$ cat src/rtl/pdm_pkg.sv
package pdm_pkg;
  localparam int BASE_SHIFT = 2;  // smallest ratio is 1 << BASE_SHIFT

  typedef enum logic [1:0] {
    SRC_ANA_DIFF = 2'b00,
    SRC_ANA_SE   = 2'b01,
    SRC_DIGITAL  = 2'b10,
    SRC_ANA_RSVD = 2'b11
  } src_sel_e;

  function automatic logic is_digital(input logic [1:0] code);
    return code == SRC_DIGITAL;
  endfunction
endpackage

$ cat src/rtl/pdm_sync.sv
module pdm_sync #(
  parameter int W = 2
) (
  input  logic         clk_i,
  input  logic         rst_ni,
  input  logic [W-1:0] d_i,
  output logic [W-1:0] q_o
);
  logic [W-1:0] s1_q, s2_q;

  always_ff @(posedge clk_i or negedge rst_ni) begin
    if (!rst_ni) begin
      s1_q <= '0;
      s2_q <= '0;
    end else begin
      s1_q <= d_i;
      s2_q <= s1_q;
    end
  end

  assign q_o = s2_q;
endmodule

$ cat src/rtl/pdm_clk_gen.sv
module pdm_clk_gen
  import pdm_pkg::*;
#(
  parameter int DIV_W = 2
) (
  input  logic             clk_i,
  input  logic             rst_ni,
  input  logic             en_i,
  input  logic [DIV_W-1:0] div_sel_i,
  output logic             pdm_clk_o,
  output logic             rise_pre_o,
  output logic             fall_pre_o
);
  localparam int MAX_SHIFT = BASE_SHIFT + (1 << DIV_W) - 1;
  localparam int CNT_W     = MAX_SHIFT;

  logic [DIV_W-1:0] code_q;
  logic [CNT_W-1:0] cnt_q;
  logic             clk_q;
  logic [CNT_W:0]   ratio;
  logic [CNT_W-1:0] last, half_m1;

  always_comb begin
    ratio   = (CNT_W + 1)'(1) << (BASE_SHIFT + int'(code_q));
    last    = CNT_W'(ratio - 1'b1);
    half_m1 = CNT_W'((ratio >> 1) - 1'b1);
  end

  // code reloads only at wrap, i.e. entering a low half
  always_ff @(posedge clk_i or negedge rst_ni) begin
    if (!rst_ni) begin
      cnt_q  <= '0;
      code_q <= '0;
      clk_q  <= 1'b0;
    end else if (!en_i || cnt_q == last) begin
      cnt_q  <= '0;
      code_q <= div_sel_i;
      clk_q  <= 1'b0;
    end else begin
      cnt_q  <= cnt_q + 1'b1;
      clk_q  <= cnt_q >= half_m1;
    end
  end

  assign pdm_clk_o  = clk_q & en_i;
  assign rise_pre_o = en_i && cnt_q == half_m1;
  assign fall_pre_o = en_i && cnt_q == last;

  AST_CNT_IN_RANGE: assert property (@(posedge clk_i) disable iff (!rst_ni)
    cnt_q <= last);
  AST_CODE_HELD: assert property (@(posedge clk_i) disable iff (!rst_ni)
    (en_i && cnt_q != last) |=> $stable(code_q));
  AST_IDLE_COUNTER: assert property (@(posedge clk_i) disable iff (!rst_ni)
    !en_i |=> (cnt_q == '0 && !clk_q));
endmodule

$ cat src/rtl/pdm_chan_capture.sv
module pdm_chan_capture
  import pdm_pkg::*;
(
  input  logic       clk_i,
  input  logic       rst_ni,
  input  logic       en_i,
  input  logic       din_i,
  input  logic       edge_sel_i,
  input  logic [1:0] src_i,
  input  logic       rise_pre_i,
  input  logic       fall_pre_i,
  output logic       bit_o,
  output logic       valid_o,
  output logic       analog_pd_o
);
  logic dig;
  logic take;
  logic bit_q, valid_q;

  assign dig  = is_digital(src_i);
  assign take = en_i && dig && (edge_sel_i ? fall_pre_i : rise_pre_i);

  always_ff @(posedge clk_i or negedge rst_ni) begin
    if (!rst_ni) begin
      bit_q   <= 1'b0;
      valid_q <= 1'b0;
    end else begin
      valid_q <= take;
      if (take) bit_q <= din_i;
    end
  end

  assign bit_o       = bit_q;
  assign valid_o     = valid_q & en_i;
  assign analog_pd_o = dig;

  AST_ANALOG_SILENT: assert property (@(posedge clk_i) disable iff (!rst_ni)
    valid_o |-> $past(dig));
  AST_SINGLE_PULSE: assert property (@(posedge clk_i) disable iff (!rst_ni)
    valid_o |=> !valid_o);
endmodule

$ cat src/rtl/pdm_capture.sv
module pdm_capture
  import pdm_pkg::*;
#(
  parameter int N_LINES     = 2,
  parameter int CH_PER_LINE = 2,
  parameter int DIV_W       = 2,
  localparam int N_CH       = N_LINES * CH_PER_LINE
) (
  input  logic              clk_i,
  input  logic              rst_ni,
  input  logic              en_i,
  input  logic [DIV_W-1:0]  div_sel_i,
  input  logic [N_CH-1:0]   edge_sel_i,
  input  logic [2*N_CH-1:0] src_sel_i,
  input  logic [N_LINES-1:0] pdm_din_i,
  output logic              pdm_clk_o,
  output logic [N_CH-1:0]   ch_bit_o,
  output logic [N_CH-1:0]   ch_valid_o,
  output logic [N_CH-1:0]   analog_pd_o
);
  logic [N_LINES-1:0] din_s;
  logic rise_pre, fall_pre;

  pdm_clk_gen #(.DIV_W(DIV_W)) u_clk_gen (
    .clk_i     (clk_i),
    .rst_ni    (rst_ni),
    .en_i      (en_i),
    .div_sel_i (div_sel_i),
    .pdm_clk_o (pdm_clk_o),
    .rise_pre_o(rise_pre),
    .fall_pre_o(fall_pre)
  );

  pdm_sync #(.W(N_LINES)) u_sync (
    .clk_i (clk_i),
    .rst_ni(rst_ni),
    .d_i   (pdm_din_i),
    .q_o   (din_s)
  );

  for (genvar k = 0; k < N_CH; k++) begin : g_ch
    pdm_chan_capture u_cap (
      .clk_i      (clk_i),
      .rst_ni     (rst_ni),
      .en_i       (en_i),
      .din_i      (din_s[k / CH_PER_LINE]),
      .edge_sel_i (edge_sel_i[k]),
      .src_i      (src_sel_i[2*k +: 2]),
      .rise_pre_i (rise_pre),
      .fall_pre_i (fall_pre),
      .bit_o      (ch_bit_o[k]),
      .valid_o    (ch_valid_o[k]),
      .analog_pd_o(analog_pd_o[k])
    );

    AST_RISE_PHASE: assert property (@(posedge clk_i) disable iff (!rst_ni)
      (ch_valid_o[k] && !$past(edge_sel_i[k])) |-> (pdm_clk_o && !$past(pdm_clk_o)));
    AST_FALL_PHASE: assert property (@(posedge clk_i) disable iff (!rst_ni)
      (ch_valid_o[k] && $past(edge_sel_i[k])) |-> (!pdm_clk_o && $past(pdm_clk_o)));
  end

  AST_OFF_QUIET: assert property (@(posedge clk_i) disable iff (!rst_ni)
    !en_i |-> (!pdm_clk_o && ch_valid_o == '0));
endmodule

$ cat config.mk
export PLATFORM = sky130hd
export DESIGN_NAME = pdm_capture
export DESIGN_NICKNAME = d
export VERILOG_FILES = /design/src/rtl/pdm_pkg.sv /design/src/rtl/pdm_sync.sv /design/src/rtl/pdm_clk_gen.sv /design/src/rtl/pdm_chan_capture.sv /design/src/rtl/pdm_capture.sv
export SDC_FILE = /design/constraint.sdc
export NUM_CORES = 1
export LEC_CHECK = 0
export ABC_AREA = 1
export BUFFER_PORTS_ARGS = -buffer_cell sky130_fd_sc_hd__buf_4
export CORE_ASPECT_RATIO = 0.5
export CORE_MARGIN = 2
export CORE_UTILIZATION = 35
export CTS_CLUSTER_SIZE = 12
export DETAILED_ROUTE_END_ITERATION = 8
export GPL_TIMING_DRIVEN = 1
export MAX_ROUTING_LAYER = met4
export PLACE_DENSITY_LB_ADDON = 0.05
export SLEW_MARGIN = 20
export SYNTH_ARGS = -nofsm -noshare
export SYNTH_HDL_FRONTEND = slang
export SYNTH_SLANG_ARGS = --single-unit
$ cat constraint.sdc
create_clock -name clk_i -period 1.7 [get_ports clk_i]
set_input_delay 0.255 -clock clk_i [delete_from_list [all_inputs] [get_ports clk_i]]
set_output_delay 0.255 -clock clk_i [all_outputs]
set_load 0.02 [all_outputs]
# [Word level (Yosys, flattened, before mapping)]
# Index checks and enable logic that the tools add are counted.
[word_totals] input_bits=19 reg_bits=20 word_cells=48 output_inout_bits=13
[classes] n_shift=1 n_addsub=4 n_eq_ne=6 n_mux=6 bitwise_logic=5 order_cmp=1 reduce_logical=12
[ops] cell="$eq A5 B5 Y1" count=2
[ops] cell="$logic_and A1 B1 Y1" count=10
[ops] cell="$sub A5 B1 Y5 const B" count=2
[ops] cell="$eq A2 B2 Y1 const B" count=4
[ops] cell="$shl A1 B3 Y6 const A" count=1
[ops] cell="$add A5 B1 Y5 const B" count=1
[ops] cell="$and A1 B1 Y1" count=5
[ops] cell="$ge A5 B5 Y1" count=1
[ops] cell="$mux W1" count=5
[ops] cell="$mux W5" count=1
[ops] cell="$add A2 B2 Y3 const A" count=1
[ops] cell="$logic_not A1 Y1" count=1
[ops] cell="$logic_or A1 B1 Y1" count=1

# [Longest topological paths before layout]
# Gate-level depths: netlist of the first run.
[logic_depth] word_depth=7 ltp_mapped=9

# [By module]
# A second synthesis of the first run with hierarchy kept.
[hier_totals] hier_cells=145 hier_area_um2=1087.3
[by_module_without_submodules] module="pdm_clk_gen" instances=1 area_each_um2=521.8 seq_area_each_um2=200.2 cells_per_inst=69
[by_module_without_submodules] module="pdm_chan_capture" instances=4 area_each_um2=116.4 seq_area_each_um2=50.0 cells_per_inst=18
[by_module_without_submodules] module="pdm_sync" instances=1 area_each_um2=100.1 seq_area_each_um2=100.1 cells_per_inst=4

# [Worst setup path before layout of the first run]
# OpenSTA, ideal clock, no wires.
[synth_timing] path_kind="register to register" start="register u_clk_gen.code_q[1]" end="register g_ch[0].u_cap.bit_q" setup_ns=0.116 slack_ns=0.240 stages_incl_launch_ff=10 arrival_ns=1.343 path_buffers=0 cell_sequence="dfrtp_1 nand2_1 ha_1 nand2_1 nor2_1 nand2_1 a21oi_1 nand2_1 nand2_1 nand2_1"
[synth_between] elab_chain_cells=7 elab_cells_between_ends=10
[synth_rtl] element="start: declaration" line="pdm_clk_gen.sv:17" source="logic [DIV_W-1:0] code_q;"
[synth_rtl] element="start signal: assignment" line="pdm_clk_gen.sv:37" source="code_q <= div_sel_i;"
[synth_rtl] element="$add A2 B2 Y3 *" line="pdm_clk_gen.sv:24" source="ratio = (CNT_W + 1)'(1) << (BASE_SHIFT + int'(code_q));"
[synth_rtl] element="$shl A1 B3 Y6 *" line="pdm_clk_gen.sv:24"
[synth_rtl] element="$sub A5 B1 Y5 (on tied branches)" line="pdm_clk_gen.sv:26, pdm_clk_gen.sv:25"
[synth_rtl] element="$eq A5 B5 Y1 (on tied branches)" line="pdm_clk_gen.sv:46, pdm_clk_gen.sv:47"
[synth_rtl] element="$logic_and A1 B1 Y1 (on tied branches)" line="pdm_clk_gen.sv:46, pdm_clk_gen.sv:47"
[synth_rtl] element="$mux W1 *" line="pdm_chan_capture.sv:21" source="assign take = en_i && dig && (edge_sel_i ? fall_pre_i : rise_pre_i);"
[synth_rtl] element="$logic_and A1 B1 Y1 *" line="pdm_chan_capture.sv:21"
[synth_rtl] element="end signal: assignment" line="pdm_chan_capture.sv:29" source="if (take) bit_q <= din_i;"
[synth_rtl] element="end: declaration" line="pdm_chan_capture.sv:18" source="logic bit_q, valid_q;"
# Every way passes the cells marked *; elsewhere a longest branch is shown, timed or not.
# A chain may end at the register's enable or synchronous reset.

# [Worst setup path after layout of the first run]
[layout_timing] start="register u_clk_gen.code_q[1]" end="register g_ch[2].u_cap.bit_q"
[layout_between] elab_chain_cells=7 elab_cells_between_ends=10
[layout_rtl] element="$add A2 B2 Y3 *" line="pdm_clk_gen.sv:24"
[layout_rtl] element="$shl A1 B3 Y6 *" line="pdm_clk_gen.sv:24"
[layout_rtl] element="$sub A5 B1 Y5 (on tied branches)" line="pdm_clk_gen.sv:26, pdm_clk_gen.sv:25"
[layout_rtl] element="$eq A5 B5 Y1 (on tied branches)" line="pdm_clk_gen.sv:46, pdm_clk_gen.sv:47"
[layout_rtl] element="$logic_and A1 B1 Y1 (on tied branches)" line="pdm_clk_gen.sv:46, pdm_clk_gen.sv:47"
[layout_rtl] element="$mux W1 *" line="pdm_chan_capture.sv:21"
[layout_rtl] element="$logic_and A1 B1 Y1 *" line="pdm_chan_capture.sv:21"
[layout_rtl] element="end signal: assignment" line="pdm_chan_capture.sv:29"
[layout_rtl] element="end: declaration" line="pdm_chan_capture.sv:18"
# Marked as above.

==> metrics.txt, run 1 <==
# TYPE chip_impl_metric gauge
chip_impl_info{name="outcome",value="finished, final reports clean"} 1
chip_impl_metric{name="design.final.nets",unit=""} 192
chip_impl_metric{name="numCtsBuffers",unit=""} 3
chip_impl_metric{name="wl_per_cell",unit="um"} 9.84
chip_impl_metric{name="drt_first_iter_violations",unit=""} 18
chip_impl_metric{name="critical_path_arrival",unit="ns"} 1.78
chip_impl_info{name="cts-root-buf",value="sky130_fd_sc_hd__clkbuf_8"} 1
chip_impl_metric{name="synth_xor_area_share",unit="%"} 1.57
chip_impl_info{name="tritoncts",value="done"} 1
chip_impl_metric{name="grt_first_pass_wirelength",unit="mm"} 3.62
chip_impl_metric{name="vdd.ir_drop.worst",unit="uV"} 337
chip_impl_metric{name="p_leak",unit="nW"} 0.815
chip_impl_info{name="crit_chain",value="nand2_1 > ha_1 > nand2_1 > nor2_2 > nand2_2 > a21oi_1 > nand2_1 > nand2_1 > nand2_1"} 1
chip_impl_metric{name="die_area",unit="um2"} 3680
chip_impl_metric{name="adder_cell_fraction_of_synth_area",unit="%"} 6.73
chip_impl_metric{name="antenna_cells",unit=""} 0
chip_impl_metric{name="groute.usage.overall",unit="%"} 13.1
chip_impl_info{name="timing.setup.critical_path_class",value="register to register"} 1
chip_impl_metric{name="start_util",unit="%"} 37.0
chip_impl_info{name="worst_setup_path_start_kind",value="register"} 1
chip_impl_metric{name="power.density",unit="nW/um2"} 891
chip_impl_metric{name="grt_start_max_net_pins",unit=""} 21
chip_impl_metric{name="route.detailed.drc",unit=""} 0
chip_impl_info{name="worst_path_max_delay_cell",value="sky130_fd_sc_hd__dfrtp_1"} 1
chip_impl_metric{name="finish.cell_count_without_fillers",unit=""} 206
chip_impl_metric{name="setup_viol",unit=""} 0
chip_impl_info{name="hold_path.class",value="input pin to register"} 1
chip_impl_info{name="crit_top_cell",value="sky130_fd_sc_hd__nand2_1"} 1
chip_impl_metric{name="numClockSinks",unit=""} 20
chip_impl_info{name="synth_top_family_by_area",value="simple AND/OR/NAND/NOR gates"} 1
chip_impl_metric{name="cts_htree_levels",unit=""} 1
chip_impl_metric{name="syn-cell-area",unit="um2"} 1110
chip_impl_metric{name="antenna_violations_before_repair",unit=""} 0
chip_impl_metric{name="timing.clock.skew",unit="ns"} 0.00350
chip_impl_info{name="rsz_0062_raised_after_global_routing",value="yes"} 1
chip_impl_metric{name="avgSynthCellArea",unit="um2"} 7.96
chip_impl_metric{name="yosys.cell_types.count",unit=""} 21
chip_impl_metric{name="fillerInstances",unit=""} 315
chip_impl_metric{name="route.vias.total",unit=""} 881
chip_impl_metric{name="row_count",unit=""} 14
chip_impl_metric{name="fin_crit_share",unit="%"} 95.4
chip_impl_metric{name="fmaxAchievable",unit="GHz"} 0.617
chip_impl_metric{name="syn_inst",unit=""} 140
chip_impl_metric{name="synth_seq_area_share",unit="%"} 44.9
chip_impl_metric{name="crit_required",unit="ns"} 1.86
chip_impl_metric{name="grt-ovfl-total",unit=""} 0
chip_impl_metric{name="clk_pin_slew",unit="ns"} 0.08
chip_impl_metric{name="syn_to_final_growth",unit="%"} 26.6
chip_impl_metric{name="timing.final.hold_violations",unit=""} 0
chip_impl_info{name="layout.cells.most_common",value="sky130_fd_sc_hd__nand2_1"} 1
chip_impl_metric{name="die_w",unit="um"} 83.8
chip_impl_metric{name="firstDrtPassIters",unit=""} 4
chip_impl_metric{name="yosys-mux-area-fraction",unit="%"} 0
chip_impl_metric{name="cts_max_path_buffers",unit=""} 2
chip_impl_metric{name="postRouteWirelength",unit="mm"} 2.03
chip_impl_metric{name="drv.max_cap_violation_count",unit=""} 0
chip_impl_metric{name="first_global_vias",unit=""} 822
chip_impl_metric{name="placed_cells_incl_taps",unit=""} 201
chip_impl_metric{name="antenna_viol_nets_final",unit=""} 0
chip_impl_metric{name="slew_violations",unit=""} 0
chip_impl_metric{name="multiInputGateArea",unit="um2"} 442
chip_impl_metric{name="dieHeight",unit="um"} 43.9
chip_impl_metric{name="synth-simple-area-share",unit="%"} 24.2
chip_impl_metric{name="seq_area",unit="um2"} 500
chip_impl_metric{name="finalWorstPathRequiredPeriod",unit="ns"} 1.62
chip_impl_metric{name="yosys_register_bits",unit=""} 20
chip_impl_metric{name="fin_util",unit="%"} 46.8
chip_impl_metric{name="design.core.area",unit="um2"} 3010
chip_impl_metric{name="pin_count",unit=""} 32
chip_impl_metric{name="port_bufs",unit=""} 31
chip_impl_metric{name="clkLatencyLatePin",unit="ns"} 0.26
chip_impl_metric{name="crit_fanout",unit=""} 5
chip_impl_metric{name="layout_cell_share_with_drive_strength_beyond_1",unit="%"} 27.1
chip_impl_metric{name="synth-warning-count",unit=""} 0
chip_impl_metric{name="gp_routability_congestion",unit=""} 0.740
chip_impl_metric{name="post_cts_buffers",unit=""} 0
chip_impl_metric{name="synth_compound_gate_area_share",unit="%"} 5.61
chip_impl_info{name="most-common-layout-cells",value="sky130_fd_sc_hd__nand2_1 (38), sky130_fd_sc_hd__buf_4 (33), sky130_fd_sc_hd__inv_1 (24)"} 1
chip_impl_metric{name="timing.critical_path.slowest_cell_delay",unit="ns"} 0.41
chip_impl_metric{name="route.detailed.vias_per_inst",unit=""} 4.28
chip_impl_metric{name="detailed_place_hpwl",unit="mm"} 1.55
chip_impl_info{name="cp_endpoint_kind",value="register"} 1
-- layer usage --
layer	up-vias	wire (um)	GRT usage, %	part of all wire, %
met5	-	0	-	0
met3	4	86	4.19	4.2
met4	0	19	3.87	0.94
met1	400	943	15.9	47
met2	13	977	21.4	48
li1	464	-	-	-
-- logic make-up (layout without fill, tap and decap cells) --
kind of cell    Yosys count  count (layout)
simple gates             63              63
buf+inv                  37              62
flops                    20              20
compound gates           11              11
fa+ha+maj                 6               6
xor+xnor                  2               2
other cells               1               2
-- final timing paths --
| path | from | endpoint | slack [ns] | cells past startpoint |
|---|---|---|---|---|
| worst max-delay path | u_clk_gen.code_q[1]$_DFFE_PN0N_ | g_ch[2].u_cap.bit_o$_DFFE_PN0P_ | 0.08 | 9 |
| worst min-delay path | pdm_din_i[0] | u_sync.s1_q[0]$_DFF_PN0_ | 0.10 | 1 |
| worst max register to register | u_clk_gen.code_q[1]$_DFFE_PN0N_ | g_ch[2].u_cap.bit_o$_DFFE_PN0P_ | 0.08 | 9 |
| worst min register to register | u_sync.s1_q[0]$_DFF_PN0_ | u_sync.q_o[0]$_DFF_PN0_ | 0.35 | 0 |
| max in group asynchronous | rst_ni | g_ch[2].u_cap.bit_o$_DFFE_PN0P_ | 1.08 | 2 |
| min in group asynchronous | rst_ni | u_clk_gen.cnt_q[3]$_DFF_PN0_ | 0.40 | 2 |
-- critical path: cells and delay by family, from the launching register on --
kind	cells	cell delay, ns
flip-flops	1	0.41
AND/OR/NAND/NOR	7	0.64
AO/OA/AOI/OAI	1	0.19
adder cells (fa/ha/maj)	1	0.28
-- through the flow --
| step | TNS [ns] | instance area [um2] | total power, W | hold slack [ns] | worst slack, ns |
|---|---|---|---|---|---|
| final | 0 | 1410 | 0.00126 | 0.102 | 0.0787 |
| after global routing | -0.218 | 1410 | 0.00133 | 0.0823 | -0.0670 |
| after CTS | 0 | 1400 | 0.00128 | 0.0910 | 0.0370 |
| after detailed placement | 0 | 1320 | 0.000788 | 0.155 | 0.0500 |
| after global placement | 0 | 1320 | 0.000784 | 0.150 | 0.0878 |
| after floorplan | 0 | 1120 | 0.000714 | -0.0406 | 0.240 |
-- where the power goes --
group,internal [W],switching [W]
combinational,0.000106,0.000135
sequential,0.000516,0.0000245
clock,0.000314,0.000162
-- synth_stat cells --
| cell type | count | share of area (%) |
|---|---|---|
| sky130_fd_sc_hd__buf_2 | 1 | 0.45 |
| sky130_fd_sc_hd__nand2_1 | 39 | 13 |
| sky130_fd_sc_hd__o21ai_2 | 1 | 0.79 |
| sky130_fd_sc_hd__nor2_1 | 13 | 4.4 |
| sky130_fd_sc_hd__o21ai_1 | 1 | 0.45 |
| sky130_fd_sc_hd__conb_1 | 1 | 0.34 |
| sky130_fd_sc_hd__nand3_2 | 2 | 1.8 |
| sky130_fd_sc_hd__nand3_1 | 6 | 2.7 |
| sky130_fd_sc_hd__inv_1 | 24 | 8.1 |
| sky130_fd_sc_hd__xnor2_1 | 1 | 0.79 |
| sky130_fd_sc_hd__nor3b_1 | 1 | 0.67 |
| sky130_fd_sc_hd__xor2_1 | 1 | 0.79 |
| sky130_fd_sc_hd__dfrtp_1 | 20 | 45 |
| sky130_fd_sc_hd__a21oi_1 | 6 | 2.7 |
| sky130_fd_sc_hd__o21ai_0 | 1 | 0.45 |
| sky130_fd_sc_hd__nand2_4 | 1 | 1.0 |
| sky130_fd_sc_hd__nor2_2 | 1 | 0.56 |
| sky130_fd_sc_hd__buf_4 | 12 | 8.1 |
| sky130_fd_sc_hd__o21a_1 | 1 | 0.67 |
| sky130_fd_sc_hd__ha_1 | 6 | 6.7 |
| sky130_fd_sc_hd__a31oi_1 | 1 | 0.56 |
-- flip-flops by register name, indices dropped and copies added, names as in the netlist --
signal and count:
g_ch.u_cap.valid_q 4, u_clk_gen.clk_q 1, u_clk_gen.code_q 2, u_sync.s1_q 2
g_ch.u_cap.bit_o 4, u_clk_gen.cnt_q 5, u_sync.q_o 2
-- area by class of cell --
type	instances	area share, %
clock buffers	3	2.93
inverters	24	6.38
flip-flops and latches	20	35.5
clock inverters	1	2.13
repair buffers	34	18.3
multi-input cells	84	31.3
well taps	40	3.55
-- what timing repair did --
item | 4_1_cts | 5_1_grt
resized for setup | 0 | 3
endpoints found under the setup margin | 0 | 7
hold endpoints to repair | 20 | 0
hold buffers | 1 | 0
No activity file was read; power rests on OpenSTA's default activity.
==> run 2, diff against run 1 <==
--- a/config.mk
+++ b/config.mk
@@ -7,9 +7,8 @@
 export LEC_CHECK = 0
 export ABC_AREA = 1
 export BUFFER_PORTS_ARGS = -buffer_cell sky130_fd_sc_hd__buf_4
-export CORE_ASPECT_RATIO = 0.5
 export CORE_MARGIN = 2
-export CORE_UTILIZATION = 35
+export CORE_UTILIZATION = 50
 export CTS_CLUSTER_SIZE = 12
 export DETAILED_ROUTE_END_ITERATION = 8
 export GPL_TIMING_DRIVEN = 1
==> run 2 against run 1 <==
Wire length is 1.9% higher. Core utilization is 17 points higher. Sequential share of layout area is 0.73 points higher. Clock power is 40% lower. Clock skew is 0.0015 ns higher. Hold slack worse by 0.051 ns. Count of clock-buffer cells in the layout is 1 higher. Combinational power is 3% higher. Critical path type unchanged. Critical endpoint is now g_ch[1].u_cap.bit_o$_DFFE_PN0P_. Highest routed layer unchanged.
==> metrics.txt, run 2 (synthesis gave the netlist of run 1 again) <==
# TYPE chip_impl_metric gauge
chip_impl_metric{name="slew_violations",unit=""} 0
chip_impl_metric{name="dpl_cell_area",unit="um2"} 1290
chip_impl_info{name="rsz_0062_raised_after_global_routing",value="no"} 1
chip_impl_metric{name="gp_routability_congestion",unit=""} 0.770
chip_impl_metric{name="timing.clock.skew",unit="ns"} 0.00501
chip_impl_metric{name="numClockSinks",unit=""} 20
chip_impl_metric{name="p_leak",unit="nW"} 0.793
chip_impl_metric{name="critical_path_arrival",unit="ns"} 1.77
chip_impl_info{name="layout.cells.most_common",value="sky130_fd_sc_hd__nand2_1"} 1
chip_impl_metric{name="groute.usage.overall",unit="%"} 18.0
chip_impl_metric{name="crit_required",unit="ns"} 1.91
chip_impl_metric{name="final_design_area_no_fill",unit="um2"} 1390
chip_impl_metric{name="finalWorstPathRequiredPeriod",unit="ns"} 1.57
chip_impl_metric{name="die_w",unit="um"} 51.2
chip_impl_metric{name="finish.cell_count_without_fillers",unit=""} 193
chip_impl_metric{name="largest_reg_flops",unit=""} 5
chip_impl_info{name="worst_path_max_delay_cell",value="sky130_fd_sc_hd__dfrtp_2"} 1
chip_impl_metric{name="clkLatencyLatePin",unit="ns"} 0.30
chip_impl_metric{name="clk_pin_slew",unit="ns"} 0.12
chip_impl_metric{name="route.vias.total",unit=""} 901
chip_impl_metric{name="fin_util",unit="%"} 63.9
chip_impl_metric{name="crit_fanout",unit=""} 5
chip_impl_metric{name="postRouteWirelength",unit="mm"} 2.07
chip_impl_info{name="tritoncts",value="done"} 1
chip_impl_metric{name="fmaxAchievable",unit="GHz"} 0.638
chip_impl_metric{name="timing.final.hold_violations",unit=""} 0
chip_impl_metric{name="grt_first_pass_wirelength",unit="mm"} 3.38
chip_impl_metric{name="drt_first_iter_violations",unit=""} 11
chip_impl_metric{name="grt_start_max_net_pins",unit=""} 21
chip_impl_metric{name="route.detailed.drc",unit=""} 0
chip_impl_metric{name="wl_per_cell",unit="um"} 10.7
chip_impl_metric{name="detailed_place_hpwl",unit="mm"} 1.58
chip_impl_info{name="register_bank_with_the_most_flops",value="u_clk_gen.cnt_q"} 1
chip_impl_metric{name="numCtsBuffers",unit=""} 3
chip_impl_info{name="timing.setup.critical_path_class",value="register to register"} 1
chip_impl_metric{name="setup_viol",unit=""} 0
chip_impl_metric{name="fin_crit_share",unit="%"} 92.2
chip_impl_metric{name="antenna_viol_nets_final",unit=""} 0
chip_impl_info{name="crit_chain",value="nor2_2 > ha_1 > nand2_1 > nor2_2 > nand2_2 > a21oi_2 > nand2_2 > nand2_1 > nand2_1"} 1
chip_impl_metric{name="antenna_violations_before_repair",unit=""} 0
chip_impl_metric{name="worst_slack",unit="ns"} 0.133
chip_impl_metric{name="route.detailed.vias_per_inst",unit=""} 4.67
chip_impl_metric{name="design.core.area",unit="um2"} 2170
chip_impl_metric{name="row_count",unit=""} 17
chip_impl_metric{name="die_area",unit="um2"} 2620
chip_impl_metric{name="placed_cells_incl_taps",unit=""} 187
chip_impl_metric{name="cts_htree_levels",unit=""} 1
chip_impl_metric{name="grt-ovfl-total",unit=""} 0
chip_impl_info{name="worst_setup_path_start_kind",value="register"} 1
chip_impl_info{name="hold_path.class",value="input pin to register"} 1
chip_impl_metric{name="start_util",unit="%"} 51.4
chip_impl_metric{name="design.final.nets",unit=""} 191
chip_impl_metric{name="first_global_vias",unit=""} 824
chip_impl_metric{name="drv.max_cap_violation_count",unit=""} 0
chip_impl_metric{name="timing.critical_path.slowest_cell_delay",unit="ns"} 0.44
chip_impl_metric{name="cp.buffers_inverters",unit=""} 0
chip_impl_metric{name="preCtsSetupSlack",unit="ns"} 0.0710
chip_impl_metric{name="vdd.ir_drop.worst",unit="uV"} 615
chip_impl_info{name="worst_path_dominant_cell_family",value="simple AND/OR/NAND/NOR gates"} 1
chip_impl_info{name="crit_top_cell",value="sky130_fd_sc_hd__nand2_1"} 1
chip_impl_metric{name="layout_cell_share_with_drive_strength_beyond_1",unit="%"} 32.1
chip_impl_info{name="most-common-layout-cells",value="sky130_fd_sc_hd__nand2_1 (36), sky130_fd_sc_hd__buf_4 (32), sky130_fd_sc_hd__inv_1 (23)"} 1
chip_impl_metric{name="power.density",unit="nW/um2"} 778
chip_impl_metric{name="firstDrtPassIters",unit=""} 6
chip_impl_metric{name="dieHeight",unit="um"} 51.2
chip_impl_metric{name="antenna_cells",unit=""} 0
chip_impl_metric{name="cts_max_path_buffers",unit=""} 2
chip_impl_metric{name="fin_setup_tns",unit="ns"} 0
chip_impl_metric{name="port_bufs",unit=""} 31
chip_impl_info{name="cp_endpoint_kind",value="register"} 1
chip_impl_metric{name="pin_count",unit=""} 32
chip_impl_info{name="outcome",value="finished, final reports clean"} 1
chip_impl_info{name="cts-root-buf",value="sky130_fd_sc_hd__clkbuf_4"} 1
chip_impl_metric{name="syn_to_final_growth",unit="%"} 24.4
[run 2: cell types whose count changed in the layout (fill, tap and decap cells not counted), moves of 2 or more]
cell / before / now
sky130_fd_sc_hd__a21oi_1: 5 / 2
sky130_fd_sc_hd__a21oi_2: 1 / 4
sky130_fd_sc_hd__clkbuf_4: 0 / 3
sky130_fd_sc_hd__clkbuf_8: 3 / 1
sky130_fd_sc_hd__nand2_1: 38 / 36
sky130_fd_sc_hd__nand2_2: 1 / 3
[run 2: layout make-up]
class	instances	area, um2
Fill cell	205	783
Sequential cell	20	502
Multi-Input combinational cell	84	473
Timing Repair Buffer	33	250
Inverter	24	90.1
Clock buffer	4	36.3
Tap cell	28	35.0
[run 2: final timing paths]
path	end	slack, ns	cells after the start	startpoint
max	g_ch[1].u_cap.bit_o$_DFFE_PN0P_	0.13	9	u_clk_gen.code_q[1]$_DFFE_PN0N_
min	u_sync.s1_q[0]$_DFF_PN0_	0.05	1	pdm_din_i[0]
min reg2reg	u_sync.q_o[1]$_DFF_PN0_	0.36	0	u_sync.s1_q[1]$_DFF_PN0_
max reg2reg	g_ch[1].u_cap.bit_o$_DFFE_PN0P_	0.13	9	u_clk_gen.code_q[1]$_DFFE_PN0N_
max in group asynchronous	u_clk_gen.code_q[1]$_DFFE_PN0N_	1.13	2	rst_ni
min in group asynchronous	u_clk_gen.cnt_q[4]$_DFF_PN0_	0.34	2	rst_ni
[run 2: per-layer routing]
layer  up-vias  share of wire, %  GRT usage (%)
met5         -                 0              -
met4         0               1.6           8.77
met3         7               6.2           2.34
met2        30                47           28.8
met1       401                45           22.8
li1        463                 -              -
[run 2: timing repair]
| action | in CTS | in global routing |
|---|---|---|
| endpoints found under the hold margin | 20 | 0 |
| buffers inserted | 0 | 1 |
| resized for setup | 0 | 12 |
| setup endpoints to repair | 0 | 8 |
| hold buffers | 1 | 0 |
[run 2: metrics by stage]
stage | hold slack (ns) | power (W)
floorplan | -0.0406 | 0.000714
global placement | 0.146 | 0.000779
detailed placement | 0.150 | 0.000785
CTS | 0.0521 | 0.00106
global route | 0.0361 | 0.00114
finish | 0.0508 | 0.00108
[run 2: report_power, final]
part	total, W	switching, W	internal [W]	leakage [nW]
clock	0.000284	0.000154	0.000131	0.0210
sequential	0.000546	0.0000289	0.000517	0.257
combinational	0.000249	0.000138	0.000111	0.515
